`src/rtl/sdram_seq_pkg.sv`:
```
package sdram_seq_pkg;

  typedef enum logic [2:0] {
    REQ_NOP  = 3'd0,
    REQ_LMR  = 3'd1,
    REQ_ACT  = 3'd2,
    REQ_RD   = 3'd3,
    REQ_WR   = 3'd4,
    REQ_PRE  = 3'd5,
    REQ_REF  = 3'd6,
    REQ_SREF = 3'd7
  } req_e;

  // {csN, rasN, casN, weN}
  typedef enum logic [3:0] {
    CMD_DESEL = 4'b1111,
    CMD_NOP   = 4'b0111,
    CMD_ACT   = 4'b0011,
    CMD_RD    = 4'b0101,
    CMD_WR    = 4'b0100,
    CMD_PRE   = 4'b0010,
    CMD_REF   = 4'b0001,
    CMD_LMR   = 4'b0000
  } cmd_e;

  typedef struct packed {
    logic issue;    // a command goes onto the pins at the next edge
    cmd_e cmd;      // which one (NOP when issue is low)
    logic preAll;   // inserted precharge of every bank
    logic ckeLow;   // self refresh entry
    logic ckeHigh;  // self refresh exit
  } seq_strobe_t;

endpackage

```
`src/rtl/sdram_seq_ctrl.sv`:
```
module sdram_seq_ctrl
  import sdram_seq_pkg::*;
#(
  parameter int BANK_W = 2,
  parameter int TMRD   = 2,
  parameter int TRCD   = 2,
  parameter int TRP    = 2,
  parameter int TRFC   = 4,
  parameter int TXSR   = 4,
  parameter int GAP_W  = 5
) (
  input  logic              clk,
  input  logic              rstN,
  input  logic              reqValid,
  input  req_e              reqKind,
  input  logic [BANK_W-1:0] reqBank,
  input  logic              reqAutoPre,
  input  logic              modeCl3,
  input  logic [3:0]        modeBurst,
  input  logic              modeWrSingle,
  output logic              reqReady,
  output seq_strobe_t       strobe
);

  localparam int NBANK = 1 << BANK_W;

  logic [NBANK-1:0] bankOpen;
  logic [GAP_W-1:0] gapCnt;
  logic             inSref;
  logic             accept;
  logic             insertPre;
  cmd_e             kindCmd;
  int unsigned      gapLen;
  logic [3:0]       wrLen;

  assign wrLen = modeWrSingle ? 4'd1 : modeBurst;

  always_comb begin
    accept    = 1'b0;
    insertPre = 1'b0;
    if (reqValid && gapCnt == '0) begin
      if (inSref) begin
        accept = (reqKind == REQ_NOP);
      end else begin
        case (reqKind)
          REQ_NOP, REQ_PRE:           accept = 1'b1;
          REQ_LMR, REQ_REF, REQ_SREF: begin
            if (|bankOpen) insertPre = 1'b1;
            else           accept    = 1'b1;
          end
          REQ_ACT:                    accept = !bankOpen[reqBank];
          REQ_RD, REQ_WR:             accept = bankOpen[reqBank];
          default:                    accept = 1'b0;
        endcase
      end
    end
  end

  always_comb begin
    case (reqKind)
      REQ_LMR:            kindCmd = CMD_LMR;
      REQ_ACT:            kindCmd = CMD_ACT;
      REQ_RD:             kindCmd = CMD_RD;
      REQ_WR:             kindCmd = CMD_WR;
      REQ_PRE:            kindCmd = CMD_PRE;
      REQ_REF, REQ_SREF:  kindCmd = CMD_REF;
      default:            kindCmd = CMD_NOP;
    endcase
  end

  always_comb begin
    strobe.issue   = insertPre || (accept && !inSref && reqKind != REQ_NOP);
    strobe.cmd     = insertPre ? CMD_PRE : (strobe.issue ? kindCmd : CMD_NOP);
    strobe.preAll  = insertPre;
    strobe.ckeLow  = accept && !inSref && reqKind == REQ_SREF;
    strobe.ckeHigh = accept && inSref;
  end

  // Cycles until the next command may reach the pins.
  always_comb begin
    if (insertPre)   gapLen = TRP;
    else if (inSref) gapLen = TXSR;
    else begin
      case (reqKind)
        REQ_LMR: gapLen = TMRD;
        REQ_ACT: gapLen = TRCD;
        REQ_RD:  gapLen = (modeCl3 ? 3 : 2) + modeBurst + (reqAutoPre ? TRP : 0);
        REQ_WR:  gapLen = wrLen + (reqAutoPre ? TRP : 0);
        REQ_PRE: gapLen = TRP;
        REQ_REF: gapLen = TRFC;
        default: gapLen = 1;
      endcase
    end
  end

  assign reqReady = accept;

  always_ff @(posedge clk) begin
    if (!rstN) begin
      bankOpen <= '0;
      gapCnt   <= '0;
      inSref   <= 1'b0;
    end else begin
      if (accept || insertPre)  gapCnt <= GAP_W'(gapLen - 1);
      else if (gapCnt != '0)    gapCnt <= gapCnt - 1'b1;

      if (insertPre) bankOpen <= '0;
      else if (accept && !inSref) begin
        case (reqKind)
          REQ_ACT:        bankOpen[reqBank] <= 1'b1;
          REQ_RD, REQ_WR: if (reqAutoPre) bankOpen[reqBank] <= 1'b0;
          REQ_PRE: begin
            if (reqAutoPre) bankOpen <= '0;
            else            bankOpen[reqBank] <= 1'b0;
          end
          default: ;
        endcase
      end

      if (strobe.ckeLow)       inSref <= 1'b1;
      else if (strobe.ckeHigh) inSref <= 1'b0;
    end
  end

  // nothing is issued while the device sits in self refresh
  assert_no_cmd_in_sref_R11: assert property (@(posedge clk) disable iff (!rstN)
    inSref |-> !strobe.issue);

  // mode load only with every bank idle
  assert_lmr_all_idle_R4: assert property (@(posedge clk) disable iff (!rstN)
    (strobe.issue && strobe.cmd == CMD_LMR) |-> bankOpen == '0);

  // the cycle after a mode load carries no command (TMRD >= 2)
  assert_lmr_spacing_R5: assert property (@(posedge clk) disable iff (!rstN)
    (strobe.issue && strobe.cmd == CMD_LMR) |=> !strobe.issue);

  // activate only to an idle bank
  assert_act_idle_bank_R6: assert property (@(posedge clk) disable iff (!rstN)
    (strobe.issue && strobe.cmd == CMD_ACT) |-> !bankOpen[reqBank]);

  // column access only to an open bank
  assert_col_open_bank_R7: assert property (@(posedge clk) disable iff (!rstN)
    (strobe.issue && (strobe.cmd == CMD_RD || strobe.cmd == CMD_WR)) |-> bankOpen[reqBank]);

endmodule

```
`src/rtl/sdram_seq_dp.sv`:
```
module sdram_seq_dp
  import sdram_seq_pkg::*;
#(
  parameter int BANK_W = 2,
  parameter int ADDR_W = 13,
  parameter int COL_W  = 9,
  parameter int DM_W   = 2
) (
  input  logic              clk,
  input  logic              rstN,
  input  seq_strobe_t       strobe,
  input  logic [BANK_W-1:0] reqBank,
  input  logic [ADDR_W-1:0] reqAddr,
  input  logic              reqAutoPre,
  input  logic [DM_W-1:0]   reqMask,
  output logic [3:0]        cmdPins,
  output logic              cke,
  output logic [BANK_W-1:0] ba,
  output logic [ADDR_W-1:0] addr,
  output logic [DM_W-1:0]   dqm,
  output logic              rdValid,
  output logic              wrDataEn,
  output logic              modeCl3,
  output logic [3:0]        modeBurst,
  output logic              modeWrSingle
);

  localparam int AP_BIT = 10;

  logic [2:0]        blField;
  logic [2:0]        clField;
  logic              wrSingle;
  logic [ADDR_W-1:0] nextAddr;
  logic [BANK_W-1:0] nextBank;
  logic              startRd, startWr;
  logic [2:0]        rdStart;
  logic [3:0]        rdRemain, wrRemain, dqmRemain;
  logic [DM_W-1:0]   dqmHeld;
  logic [3:0]        wrLen;
  logic              rdLoad, rdMaskLoad;

  assign modeCl3      = (clField != 3'd2);
  assign modeWrSingle = wrSingle;
  always_comb begin
    case (blField)
      3'd1:    modeBurst = 4'd2;
      3'd2:    modeBurst = 4'd4;
      3'd3:    modeBurst = 4'd8;
      default: modeBurst = 4'd1;
    endcase
  end
  assign wrLen = wrSingle ? 4'd1 : modeBurst;

  always_comb begin
    nextAddr = '0;
    nextBank = '0;
    case (strobe.cmd)
      CMD_LMR: nextAddr[11:0] = reqAddr[11:0];
      CMD_ACT: begin
        nextAddr = reqAddr;
        nextBank = reqBank;
      end
      CMD_RD, CMD_WR: begin
        nextAddr[COL_W-1:0] = reqAddr[COL_W-1:0];
        nextAddr[AP_BIT]    = reqAutoPre;
        nextBank            = reqBank;
      end
      CMD_PRE: begin
        if (strobe.preAll || reqAutoPre) nextAddr[AP_BIT] = 1'b1;
        else                             nextBank = reqBank;
      end
      default: ;
    endcase
  end

  assign startRd    = strobe.issue && strobe.cmd == CMD_RD;
  assign startWr    = strobe.issue && strobe.cmd == CMD_WR;
  assign rdLoad     = modeCl3 ? rdStart[2] : rdStart[1];
  assign rdMaskLoad = modeCl3 ? rdStart[0] : startRd;

  always_ff @(posedge clk) begin
    if (!rstN) begin
      cmdPins  <= CMD_DESEL;
      cke      <= 1'b1;
      ba       <= '0;
      addr     <= '0;
      clField  <= 3'd3;
      blField  <= 3'd0;
      wrSingle <= 1'b0;
      rdStart  <= '0;
      rdRemain <= '0;
      wrRemain <= '0;
      dqmRemain <= '0;
      dqmHeld  <= '0;
    end else begin
      cmdPins <= strobe.cmd;
      if (strobe.issue) begin
        addr <= nextAddr;
        ba   <= nextBank;
      end
      if (strobe.ckeLow)       cke <= 1'b0;
      else if (strobe.ckeHigh) cke <= 1'b1;
      if (strobe.issue && strobe.cmd == CMD_LMR) begin
        blField  <= reqAddr[2:0];
        clField  <= reqAddr[6:4];
        wrSingle <= reqAddr[9];
      end
      rdStart <= {rdStart[1:0], startRd};
      if (rdLoad)               rdRemain <= modeBurst;
      else if (rdRemain != '0)  rdRemain <= rdRemain - 1'b1;
      if (startWr)              wrRemain <= wrLen;
      else if (wrRemain != '0)  wrRemain <= wrRemain - 1'b1;
      if (startWr)              dqmRemain <= wrLen;
      else if (rdMaskLoad)      dqmRemain <= modeBurst;
      else if (dqmRemain != '0) dqmRemain <= dqmRemain - 1'b1;
      if (startRd || startWr)   dqmHeld <= reqMask;
    end
  end

  assign rdValid  = (rdRemain != '0);
  assign wrDataEn = (wrRemain != '0);
  assign dqm      = (dqmRemain != '0) ? dqmHeld : '0;

  // read and write data windows never overlap
  assert_data_exclusive_R12: assert property (@(posedge clk) disable iff (!rstN)
    !(rdValid && wrDataEn));

  // clock enable drops only together with the refresh code
  assert_cke_fall_ref_R11: assert property (@(posedge clk) disable iff (!rstN)
    $fell(cke) |-> cmdPins == CMD_REF);

endmodule

```
`src/rtl/sdram_cmd_seq.sv`:
```
module sdram_cmd_seq
  import sdram_seq_pkg::*;
#(
  parameter int BANK_W = 2,
  parameter int ADDR_W = 13,
  parameter int COL_W  = 9,
  parameter int DM_W   = 2,
  parameter int TMRD   = 2,
  parameter int TRCD   = 2,
  parameter int TRP    = 2,
  parameter int TRFC   = 4,
  parameter int TXSR   = 4
) (
  input  logic              clk,
  input  logic              rstN,
  input  logic              reqValid,
  input  logic [2:0]        reqKind,
  input  logic [BANK_W-1:0] reqBank,
  input  logic [ADDR_W-1:0] reqAddr,
  input  logic              reqAutoPre,
  input  logic [DM_W-1:0]   reqMask,
  output logic              reqReady,
  output logic              csN,
  output logic              rasN,
  output logic              casN,
  output logic              weN,
  output logic              cke,
  output logic [BANK_W-1:0] ba,
  output logic [ADDR_W-1:0] addr,
  output logic [DM_W-1:0]   dqm,
  output logic              rdValid,
  output logic              wrDataEn
);

  localparam int GAP_W = $clog2(TMRD + TRCD + TRP + TRFC + TXSR + 16);

  seq_strobe_t strobe;
  logic        modeCl3;
  logic [3:0]  modeBurst;
  logic        modeWrSingle;
  logic [3:0]  cmdPins;

  sdram_seq_ctrl #(
    .BANK_W(BANK_W), .TMRD(TMRD), .TRCD(TRCD), .TRP(TRP),
    .TRFC(TRFC), .TXSR(TXSR), .GAP_W(GAP_W)
  ) u_ctrl (
    .clk(clk), .rstN(rstN), .reqValid(reqValid), .reqKind(req_e'(reqKind)),
    .reqBank(reqBank), .reqAutoPre(reqAutoPre), .modeCl3(modeCl3),
    .modeBurst(modeBurst), .modeWrSingle(modeWrSingle),
    .reqReady(reqReady), .strobe(strobe)
  );

  sdram_seq_dp #(
    .BANK_W(BANK_W), .ADDR_W(ADDR_W), .COL_W(COL_W), .DM_W(DM_W)
  ) u_dp (
    .clk(clk), .rstN(rstN), .strobe(strobe), .reqBank(reqBank),
    .reqAddr(reqAddr), .reqAutoPre(reqAutoPre), .reqMask(reqMask),
    .cmdPins(cmdPins), .cke(cke), .ba(ba), .addr(addr), .dqm(dqm),
    .rdValid(rdValid), .wrDataEn(wrDataEn), .modeCl3(modeCl3),
    .modeBurst(modeBurst), .modeWrSingle(modeWrSingle)
  );

  assign {csN, rasN, casN, weN} = cmdPins;

endmodule

```
`config.mk`:
```
export PLATFORM = sky130hd
export DESIGN_NAME = sdram_cmd_seq
export DESIGN_NICKNAME = d
export VERILOG_FILES = /design/src/rtl/sdram_seq_pkg.sv /design/src/rtl/sdram_seq_ctrl.sv /design/src/rtl/sdram_seq_dp.sv /design/src/rtl/sdram_cmd_seq.sv
export SDC_FILE = /design/constraint.sdc
export NUM_CORES = 1
export LEC_CHECK = 0
export BUFFER_PORTS_ARGS = -buffer_cell sky130_fd_sc_hd__buf_2
export CORE_UTILIZATION = 45
export CTS_CLUSTER_DIAMETER = 200
export DETAILED_ROUTE_END_ITERATION = 16
export PLACE_DENSITY = 0.75
export SYNTH_ARGS = -nofsm -noshare
export SYNTH_HDL_FRONTEND = slang
export SYNTH_SLANG_ARGS = --single-unit
```
`constraint.sdc`:
```
create_clock -name clk -period 7.6 [get_ports clk]
set_input_delay 1.14 -clock clk [delete_from_list [all_inputs] [get_ports clk]]
set_output_delay 1.14 -clock clk [all_outputs]
set_load 0.02 [all_outputs]
```
== Yosys cells after proc, flatten, opt, wreduce, memory -nomap -nowiden ==
Index checks and enable logic that the tools add are counted.
Storage, ports and cells
  register bits after elaboration: 54
Operators by class
  bitwise operators: 4
  eq/ne operators: 16
  reduce and logical (&&, ||, !) cells: 41
  magnitude comparators: 2
  multiplexer cells: 49
  add/sub/neg operators: 8
Operators by type and width (number)
  two-way mux 4 bit: 11
  one-hot mux 4 bit (3 select lines): 2
  two-way mux 1 bit: 20
  two-way mux 5 bit: 4
  one-hot mux 5 bit (4 select lines): 1
  one-hot mux 3 bit (6 select lines): 1
  == test 3 x 2 -> 1 bit, second input constant: 4
  == test 3 bit, second input constant: 4
  nonzero test 4 bit: 3
  OR reduction 2 bit: 6
  subtractor 4 x 1 -> 4 bit, second input constant: 3
  subtractor 5 x 1 -> 5 bit, second input constant: 2
  logical AND 1 bit: 9
  two-way mux 9 bit: 1
  nonzero test 3 bit: 3
  OR reduction 3 bit: 3
  == test 4 x 2 -> 1 bit, second input constant: 2
  == test 4 x 3 -> 1 bit, second input constant: 2
  nonzero test 2 bit: 4
  OR reduction 4 bit: 2
  == test 3 x 1 -> 1 bit, second input constant: 2
  two-way mux 2 bit: 3
  adder 2 x 4 -> 5 bit: 1
  adder 4 x 2 -> 5 bit: 1
  other kinds (22): 26

== Depth between registers and ports, before layout ==
  depth after elaboration: 16
  gate-level depth with buffers: 15

== Modules after synthesis ==
From an unflattened synthesis, not the netlist that was laid out.
Unflattened totals
  cell total of the unflattened synthesis: 394
  area total of the unflattened synthesis: 3395.8 µm²
By module, submodules not included
  sdram_seq_dp: seq. area each 880.8 µm², times used 1, area an instance 2163.3 µm², cells each 230
  sdram_seq_ctrl: seq. area each 200.2 µm², times used 1, area an instance 1232.4 µm², cells each 164

== Worst setup path after synthesis ==
OpenSTA, ideal clock, no wires.
  path type: in2reg
  from: input port reqKind[0]
  to: register u_ctrl.gapCnt[4]
  setup slack: 3.828 ns
  path buffers: 3
  arrival time: 3.686 ns
  required time: 7.514 ns
  library setup time: 0.086 ns
  cell stages on the path: 13
  path through: buf_2 > or3b_2 > mux2i_1 > or4_1 > buf_2 > buf_2 > nand2_1 > a221oi_1 > ha_1 > nand2b_1 > nor3_1 > xnor2_1 > a211oi_1
On the way
  longest elaborated chain between the ends: 8
  elaborated cells between the ends (all ways): 25
  classes of those cells: 1 x add/sub; 7 x eq/ne; 10 x mux; 7 x reduce/logical
RTL lines
  start, declared: line sdram_cmd_seq.sv:17  | input logic [2:0] reqKind,
  == test 3 x 1 -> 1 bit (tied with other cells): line sdram_seq_ctrl.sv:45, sdram_seq_ctrl.sv:84
  OR reduction 3 bit: line sdram_seq_ctrl.sv:45  | case (reqKind)
  two-way mux 1 bit: line sdram_seq_ctrl.sv:45
  two-way mux 1 bit: line sdram_seq_ctrl.sv:42  | if (inSref) begin
  two-way mux 1 bit: line sdram_seq_ctrl.sv:41  | if (reqValid && gapCnt == '0) begin
  two-way mux 5 bit: line sdram_seq_ctrl.sv:81  | if (insertPre) gapLen = TRP;
  subtractor 5 x 1 -> 5 bit: line sdram_seq_ctrl.sv:104  | if (accept || insertPre) gapCnt <= GAP_W'(gapLen - 1);
  two-way mux 5 bit: line sdram_seq_ctrl.sv:104
  end signal, assigned: line sdram_seq_ctrl.sv:104
  end signal, assigned: line sdram_seq_ctrl.sv:105  | else if (gapCnt != '0) gapCnt <= gapCnt - 1'b1;
  end, declared: line sdram_seq_ctrl.sv:28  | logic [GAP_W-1:0] gapCnt;
Parallel ways exist; a longest one is shown, timed or not.
A chain may end at the register's enable or synchronous reset.

== Worst setup path after layout ==
  from: input port reqKind[1]
  to: output port reqReady
On the way
  longest elaborated chain between the ends: 5
  elaborated cells between the ends (all ways): 14
  classes of those cells: 7 x eq/ne; 3 x mux; 4 x reduce/logical
RTL lines
  == test 3 x 1 -> 1 bit (tied with other cells): line sdram_seq_ctrl.sv:45
  OR reduction 3 bit / OR reduction 2 bit (equally long branches): line sdram_seq_ctrl.sv:45
  one-hot mux 1 bit (4 select lines): line sdram_seq_ctrl.sv:45
  two-way mux 1 bit (*): line sdram_seq_ctrl.sv:42
  two-way mux 1 bit (*): line sdram_seq_ctrl.sv:41
  end, declared: line sdram_cmd_seq.sv:22  | output logic reqReady,
Every way passes the cells marked *; elsewhere a longest branch is shown, timed or not.

==> impl_metrics.toml <==
[cells_and_area]
final_layout_size_suffix_gt1_share_pct = 17.10
nNetsFinal = 457
area_delta_synth_final_pct = 11.83
antenna-diode-count = 0
layout.cells.non_filler = 498
finish.utilization_pct = 53.19

[global_route]
track_usage_pct = 20.81
grt-ovfl-total = 0
antenna_found_initial = 0
pin_count_of_the_biggest_net_entering_global_routing = 29
first_pass_grt_wire_length_um = 12210
vias_in_the_first_global_route = 2699

[logic_synthesis]
postSynthRegisterBits = 54
most_numerous_cell_types_in_the_synthesized_netlist = "sky130_fd_sc_hd__dfxtp_1 (54), sky130_fd_sc_hd__nor2_1 (47), sky130_fd_sc_hd__a21oi_1 (30)"
library_cell_occupying_the_most_area_in_the_post_synthesis_netlist = "sky130_fd_sc_hd__dfxtp_1"
async_flop_share_pct = 0
synth_fp_nets = 419
synth_edf_count = 0
synth_largest_type_area_fraction_pct = 34.99
ys.flop_type = "sky130_fd_sc_hd__dfxtp_1"
syn_area_per_cell_um2 = 8.087
synth_sequential_area_ratio_pct = 34.99
syn_area_mm2 = 0.003089
synth_cell_types = 58
synthTopCellsByArea = "sky130_fd_sc_hd__dfxtp_1 (35%), sky130_fd_sc_hd__nor2_1 (5.7%), sky130_fd_sc_hd__a21oi_1 (4.9%), sky130_fd_sc_hd__ha_1 (4.9%), sky130_fd_sc_hd__nand2_1 (3.3%)"
synth.most_common_cell = "sky130_fd_sc_hd__dfxtp_1"
synthCells = 382
yosys_warnings = 0

[power_and_ir_drop]
clock_power_share_pct = 18.4
total_switching_power_mw = 0.3885
power.share.switching_pct = 40.24
p_per_area_mw_per_mm2 = 279.5
cell_internal_pwr_mw = 0.5770
power.share.combinational_pct = 44.0
vdd_drop_max_mv = 0.1331
share_seq_of_total_power_pct = 37.6
power_leakage_nw = 1.405

[sta]
finalHoldWorstSlack_ns = 0.4600
final.setup.tns_ns = 0
finalWorstPathRequiredPeriod_ns = 4.250
skew_ns = 0.009651
final_ws_setup_ns = 3.350
maxSlewViolCount = 0
fin_crit_sh_pct = 55.92
setup_viol = 0
finalHoldViolCount = 0
max-slew-margin-rel_pct = 55.54
measured_slew_at_the_worst_slew_check_pin_ns = 0.6608
achievable-frequency_ghz = 0.2353
rsz_0062_raised_after_global_routing = "false"

[routing]
drt-vias-per-instance = 5.849
drt_iter0_markers = 182
drc = 0
detail_route.first_pass.iterations = 6
total_wirelength_of_the_detailed_routed_design_um = 7320
route.detailed.wl_per_inst_um = 14.70
dr_total_vias = 2913
drtAntennaViolNets = 0

[clock_tree]
post_cts_buffers = 0
post_cts_hold_buffer_count = 0
cts_buffers = 5
postCtsResizedCells = 0
clock_insertion_delay_worst_skew_ns = 0.32
clock_tree.htree_level_count = 2
tritoncts = "done"
clk_path_buf_depth = 2
cts_root_buffer = "sky130_fd_sc_hd__clkbuf_8"
cts.sinks = 54
clock_pin_slew_reported_for_the_worst_setup_and_hold_paths_after_clock_tree_synthesis_ns = 0.10

[floorplanning]
top_level_ports = 49
start_util_pct = 47.56
chipHeight_um = 84.86
fp.coreArea_mm2 = 0.006495
die-width_um = 84.86
placementRows = 29
fp.dieArea_mm2 = 0.007200

[setup_path]
setup.worst_path.class = "in -> out"
cp-start-kind = "input port"
worstPathMaxFanout = 26
worst_setup_path_end_kind = "output pin"
worstPathArrival_ns = 3.11
worst_ep_required_time_ns = 6.46

[status]
outcome = "complete, no violations"

[place]
place.detailed.hpwl_um = 5368
dp_cells = 490
dp_worst_setup_slack_ns = 3.168
place.port_buffers = 48
finalWeightedCongestion = 0.9479

[hold_path]
min-delay-path-class = "reg -> reg"

[run]
max-cap-violations = 0
## cell families after synthesis
| logic type | Yosys count | share of synthesized area, % |
|---|---|---|
| AO/OA/AOI/OAI | 102 | 21.87 |
| XOR/XNOR | 8 | 2.268 |
| adder cells (fa/ha/maj) | 13 | 5.508 |
| buffers and inverters | 40 | 5.386 |
| flip-flops | 54 | 34.99 |
| multiplexers | 12 | 4.536 |
| AND/OR/NAND/NOR | 153 | 25.44 |
## area by class of cell
class	instances	area [µm²]
Fill cell	636	3040
Multi-Input combinational cell	288	1842
Tap cell	77	96.34
Timing Repair Buffer	51	262.8
Clock inverter	3	28.78
Clock buffer	5	68.82
Inverter	20	75.07
Sequential cell	54	1081
## layer usage
metal  vias up  track usage (%)  wire length [µm]
li1       1465                -                 -
met1      1360            27.83              3517
met2        78            34.37              3333
met3        10            3.502               356
met4         0            6.780               112
met5         -                0                 0
## flip-flops by register name, indices dropped and copies added (netlist names), 4 cells and up
register	flops
u_dp.dqmRemain	4
u_ctrl.bankOpen	4
u_dp.cmdPins	4
u_dp.addr	13
u_dp.wrRemain	4
u_ctrl.gapCnt	5
u_dp.rdRemain	4
## worst paths after layout
path | start | to | depth (start not counted) | slack (ns)
worst max-delay path | reqKind[1] | reqReady | 6 | 3.35
worst min-delay path | u_dp.dqmHeld[1]$_SDFFE_PN0P_ | u_dp.dqmHeld[1]$_SDFFE_PN0P_ | 2 | 0.46
worst max register to register | u_ctrl.bankOpen[0]$_SDFFE_PP0P_ | u_ctrl.gapCnt[4]$_SDFFE_PN0P_ | 11 | 4.11
worst min register to register | u_dp.dqmHeld[1]$_SDFFE_PN0P_ | u_dp.dqmHeld[1]$_SDFFE_PN0P_ | 2 | 0.46
## placed cells by master (no fill, tap or decap), drive strengths merged, types with 8 or more instances in the layout
master,n
nor2,47
ha,12
o21ai,15
o211ai,8
nand2,27
inv,22
dfxtp,54
nor3,17
nand2b,11
a21oi,30
nand3,11
mux2i,9
buf,51
a22oi,11
## power by group through the flow
stage | Clock, mW | Combinational, mW | Sequential [mW]
5_1_grt | 0.192 | 0.477 | 0.369
3_3_place_gp | 0 | 0.411 | 0.367
2_1_floorplan | 0 | 0.324 | 0.372
3_5_place_dp | 0 | 0.421 | 0.369
6_report | 0.177 | 0.425 | 0.363
4_1_cts | 0.180 | 0.424 | 0.363
## through the flow
stage / total power, mW / cell area (µm²)
final: 0.9655 / 3455
after global routing: 1.038 / 3455
after CTS: 0.9664 / 3455
after detailed placement: 0.7901 / 3357
after global placement: 0.7781 / 3357
after floorplan: 0.6961 / 3089
## critical path, cell delays in order
cell	delay [ns]
sky130_fd_sc_hd__buf_2	0.33
sky130_fd_sc_hd__or3b_2	0.48
sky130_fd_sc_hd__mux2i_1	0.30
sky130_fd_sc_hd__or4_1	0.50
sky130_fd_sc_hd__nand3_1	0.15
sky130_fd_sc_hd__buf_2	0.20
Power figures use the tool's default switching activity.
